[src/rtl/seg_xlate.sv]
module seg_xlate (
  input  logic        clk,
  input  logic        rst_n,
  input  logic        start,
  input  logic [15:0] sel,
  input  logic [31:0] offset,
  input  logic [31:0] gdt_base,
  input  logic [31:0] ldt_base,
  output logic        rd_valid,
  output logic [31:0] rd_addr,
  input  logic        rd_ready,
  input  logic [31:0] rd_data,
  output logic        done,
  output logic [1:0]  fault,
  output logic [31:0] lin_addr,
  output logic [1:0]  dpl,
  output logic [1:0]  rpl
);
  localparam logic [1:0] S_IDLE = 2'd0, S_LO = 2'd1, S_HI = 2'd2, S_FIN = 2'd3;
  localparam logic [1:0] F_NONE = 2'd0, F_NULL = 2'd1, F_NP = 2'd2, F_LIM = 2'd3;

  logic [1:0]  st;
  logic [15:0] sel_q;
  logic [31:0] off_q, dadr_q, lo_q, hi_q;
  logic        null_q;
  logic        busy;

  wire        is_null = !sel[2] && (sel[15:3] == 13'd0);
  wire [31:0] tbase   = sel[2] ? ldt_base : gdt_base;

  always_ff @(posedge clk) begin
    if (!rst_n) begin
      st     <= S_IDLE;
      sel_q  <= '0;
      off_q  <= '0;
      dadr_q <= '0;
      lo_q   <= '0;
      hi_q   <= '0;
      null_q <= 1'b0;
    end else begin
      case (st)
        S_IDLE: if (start) begin
          sel_q  <= sel;
          off_q  <= offset;
          dadr_q <= tbase + {16'd0, sel[15:3], 3'd0};
          null_q <= is_null;
          st     <= is_null ? S_FIN : S_LO;
        end
        S_LO: if (rd_ready) begin
          lo_q <= rd_data;
          st   <= S_HI;
        end
        S_HI: if (rd_ready) begin
          hi_q <= rd_data;
          st   <= S_FIN;
        end
        default: st <= S_IDLE;
      endcase
    end
  end

  assign busy     = (st != S_IDLE);
  assign rd_valid = (st == S_LO) || (st == S_HI);
  assign rd_addr  = (st == S_HI) ? dadr_q + 32'd4 : dadr_q;

  wire [31:0] seg_base = {hi_q[31:24], hi_q[7:0], lo_q[31:16]};
  wire [19:0] raw_lim  = {hi_q[19:16], lo_q[15:0]};
  wire [31:0] eff_lim  = hi_q[23] ? {raw_lim, 12'hFFF} : {12'd0, raw_lim};

  logic [1:0] fcode;
  always_comb begin
    if (null_q)            fcode = F_NULL;
    else if (!hi_q[15])    fcode = F_NP;
    else if (off_q > eff_lim) fcode = F_LIM;
    else                   fcode = F_NONE;
  end

  assign done     = (st == S_FIN);
  assign fault    = done ? fcode : F_NONE;
  assign lin_addr = (done && fcode == F_NONE) ? seg_base + off_q : 32'd0;
  assign dpl      = (done && !null_q) ? hi_q[14:13] : 2'd0;
  assign rpl      = done ? sel_q[1:0] : 2'd0;
endmodule

[config.mk]
export PLATFORM = sky130hd
export DESIGN_NAME = seg_xlate
export DESIGN_NICKNAME = d
export VERILOG_FILES = /design/src/rtl/seg_xlate.sv
export SDC_FILE = /design/constraint.sdc
export NUM_CORES = 1
export LEC_CHECK = 0
export ABC_AREA = 1
export BUFFER_PORTS_ARGS = -buffer_cell sky130_fd_sc_hd__buf_2
export CAP_MARGIN = 20
export CORE_ASPECT_RATIO = 0.5
export CORE_MARGIN = 5
export CORE_UTILIZATION = 45
export CTS_BUF_LIST = sky130_fd_sc_hd__clkbuf_8
export CTS_CLUSTER_SIZE = 12
export DETAILED_ROUTE_END_ITERATION = 6
export GPL_TIMING_DRIVEN = 0
export PLACE_DENSITY = 0.71
export SYNTH_ARGS = -nofsm -noshare
export SYNTH_HDL_FRONTEND = slang
export SYNTH_SLANG_ARGS = --single-unit
[constraint.sdc]
create_clock -name clk -period 2.4 [get_ports clk]
set_input_delay 0.36 -clock clk [delete_from_list [all_inputs] [get_ports clk]]
set_output_delay 0.36 -clock clk [all_outputs]
set_load 0.05 [all_outputs]
==> results.sh <==
export IMPL_grt_pass1_wl_um=52700
export IMPL_slew_headroom=0.485
export IMPL_avgSynthCellArea_sq_um=6.12
export IMPL_cts_max_level=4
export IMPL_root_buffer="clkbuf_8"
export IMPL_p_switching_uw=5530
export IMPL_drive_gt1_frac=0.233
export IMPL_worstHoldPathType="primary input to flop"
export IMPL_ys_seq_area_frac=0.252
export IMPL_final_area_sq_um=13600
export IMPL_core_sq_um=21700
export IMPL_instances_no_fill=2216
export IMPL_ys_ff_latch=125
export IMPL_fin_ws_ns=-0.921
export IMPL_cts_made_buffers=17
export IMPL_vdd_drop_max_mv=0.381
export IMPL_path_cells="buf_8, mux2i_2, ha_1, nand2_1, nand2_1, nand2_1, nand2_1, nand2_1, nand3_2, a21oi_2, nand2_2, nand2_4, nand3_4, buf_4, buf_16, nor2_4, buf_6"
export IMPL_synth_top_area_cell="dfxtp_1"
export IMPL_synth_area_leaders="dfxtp_1 (25%), nand2_1 (15%), nor2_1 (13%)"
export IMPL_setup_tns_ns=-33.20
export IMPL_leakage_uw=0.00662
export IMPL_insertedDiodeCount=0
export IMPL_pwr_share_comb=0.532
export IMPL_p_sw_frac=0.473
export IMPL_cts_tree="yes"
export IMPL_synth_top_flop_cell="dfxtp_1"
export IMPL_multi_input_area_sq_um=7370
export IMPL_critPathSlowestCell="dfxtp_4"
export IMPL_hold_viol_final=0
export IMPL_fill_cells=2120
export IMPL_top_level_ports=220
export IMPL_fin_total_pwr_uw=11700
export IMPL_finalWirelength_um=33800
export IMPL_antenna_found_initial=1
export IMPL_tightestPinTransition_ns=0.773
export IMPL_critical_path_arrival_ns=2.96
export IMPL_critPathKind="flop to output port"
export IMPL_via_count=11215
export IMPL_worst_endpoint_required_ns=2.04
export IMPL_die_area_sq_um=25300
export IMPL_rows=38
export IMPL_grt_pass1_vias=10693
export IMPL_internal_power_uw=6150
export IMPL_critical_path_max_stage_delay_ns=0.41
export IMPL_place_area_sq_um=11800
export IMPL_layout_commonest_cell="nand2_1"
export IMPL_finalSetupViolations=55
export IMPL_synthesis_nets=1851
export IMPL_outcome="complete, but fails checks"
export IMPL_synth_async_sr_flop_share=0
export IMPL_cts_sinks=125
export IMPL_clk_path_buf_depth=2
export IMPL_grt_start_max_net_pins=17
export IMPL_antenna_left=0
export IMPL_port_buffers=218
export IMPL_grt_total_usage=0.263
export IMPL_cp_num_buf_inv=4
export IMPL_synth_area_sq_um=9910
export IMPL_violations="setup timing"
export IMPL_power_density_nw_per_um2=857
export IMPL_hold_buffers=0
export IMPL_rsz0062_at_grt="yes"
export IMPL_clk_latency_ns=0.46
export IMPL_yosys_area_top_type_share=0.252
export IMPL_finalCriticalPeriod_ns=3.32
export IMPL_gp_congestion=0.951
export IMPL_drcViolationCount=0
export IMPL_seq_power_share=0.285
export IMPL_ys_types=42
export IMPL_path_clk_slew_ns=0.08
export IMPL_utilization=0.628
export IMPL_first_pass_iters=7
export IMPL_mostFrequentLayoutCells="nand2_1 (381), nor2_1 (287), buf_2 (160), inv_1 (154), o21ai_0 (143)"
export IMPL_maxSlewViolCount=0
export IMPL_placed_cells=2138
export IMPL_initial_utilization=0.457
export IMPL_synth_edf_count=0
export IMPL_clock_power_share=0.183
export IMPL_hpwl_um=26600
export IMPL_syn_inst=1620
export IMPL_viasPerCell=5.06
export IMPL_cp_start_kind="flop"
export IMPL_area_growth_pct=37.4
export IMPL_drt_iter0_markers=639
export IMPL_cp_common_cell="nand2_1"
export IMPL_fin_crit_sh=1.38
export IMPL_wl_per_cell_um=15.2
export IMPL_drv_cap=0
export IMPL_nets=2135
export IMPL_clock_skew_ns=0.00890
export IMPL_gr_total_overflow=0
export IMPL_die_w_um=220
export IMPL_yosysWarnings=0
export IMPL_seq_area_sq_um=2510
export IMPL_critPathMaxFanout=8
export IMPL_crit_path_end_kind="output port"
export IMPL_fmax_mhz=301
export IMPL_crit_family="simple AND/OR/NAND/NOR gates"
export IMPL_chipHeight_um=115
[worst register-to-register path: cells and delay by family (launching register included)]
kind	cells	cell delay (ns)
flip-flops	1	0.33
buffers and inverters	6	1.38
AND/OR/NAND/NOR	1	0.09
adder cells (fa/ha/maj)	1	0.18
AO/OA/AOI/OAI	1	0.12
[through the flow]
step	setup slack (ns)	hold WS, ns
final	-0.921	0.148
after global routing	-1.06	0.145
after floorplan	-0.218	0.430
after global placement	-0.646	0.448
after CTS	-0.864	0.135
after detailed placement	-0.671	0.453
[what timing repair did]
| action | CTS | global route |
|---|---|---|
| pin swaps | 29 | 33 |
| endpoints found under the setup margin | 77 | 90 |
| gates resized for setup | 193 | 72 |
| setup buffers | 30 | 24 |
| gates cloned | 3 | 0 |
[sequential cells by signal (all words and copies together), names as in the netlist]
register	flops
null_q	1
st	2
hi_q	24
lo_q	32
dadr_q	32
sel_q	2
off_q	32
[final timing paths]
kind / start / endpoint / slack, ns / cells after the start
worst max-delay path: hi_q[23]$_SDFFE_PN0P_ / lin_addr[18] / -0.92 / 17
worst max register to register: st[0]$_SDFFE_PN0P_ / dadr_q[24]$_SDFFE_PN0P_ / 0.18 / 9
worst min register to register: hi_q[13]$_SDFFE_PN0P_ / hi_q[13]$_SDFFE_PN0P_ / 0.49 / 2
worst min-delay path: rd_data[22] / lo_q[22]$_SDFFE_PN0P_ / 0.15 / 3
[cell type report]
cell class	count	area share
Clock buffer	17	0.0172
Sequential cell	125	0.185
Clock inverter	14	0.0160
Multi-Input combinational cell	1279	0.542
Timing Repair Buffer	270	0.148
Tap cell	300	0.0276
Buffer	50	0.0206
Inverter	161	0.0444
[logic make-up (layout without fill, tap and decap cells)]
group | after synthesis | count (layout) | synth area share
AND/OR/NAND/NOR | 858 | 858 | 0.354
AO/OA/AOI/OAI | 271 | 271 | 0.143
buffers and inverters | 216 | 512 | 0.0848
flip-flops | 125 | 125 | 0.252
adder cells (fa/ha/maj) | 83 | 83 | 0.106
XOR/XNOR | 59 | 59 | 0.0521
multiplexers | 8 | 8 | 0.00808
[synthesized netlist by cell type (all sizes together), types with 13 or more instances]
master and n:
buf 13, nor3 20, xor2 44, clkbuf 42
o21ai 155, dfxtp 125, nand2 400, inv 159
ha 81, nor2 337, a21oi 96, xnor2 15
nand3 62, nand4 14
[metal layers]
metal	track usage	share of wire
met4	0.0852	0.023
met1	0.332	0.44
met2	0.459	0.48
met3	0.0476	0.055
met5	0	0.00030
[power by group through the flow]
stage / combinational, uW / sequential (uW) / clock, uW
6_report: 6210 / 3320 / 2140
5_1_grt: 6850 / 3380 / 2260
4_1_cts: 5940 / 3270 / 2160
3_5_place_dp: 5480 / 3280 / 0
3_3_place_gp: 5450 / 3270 / 0
2_1_floorplan: 4220 / 3040 / 0
No activity file was read; power rests on OpenSTA's default activity.
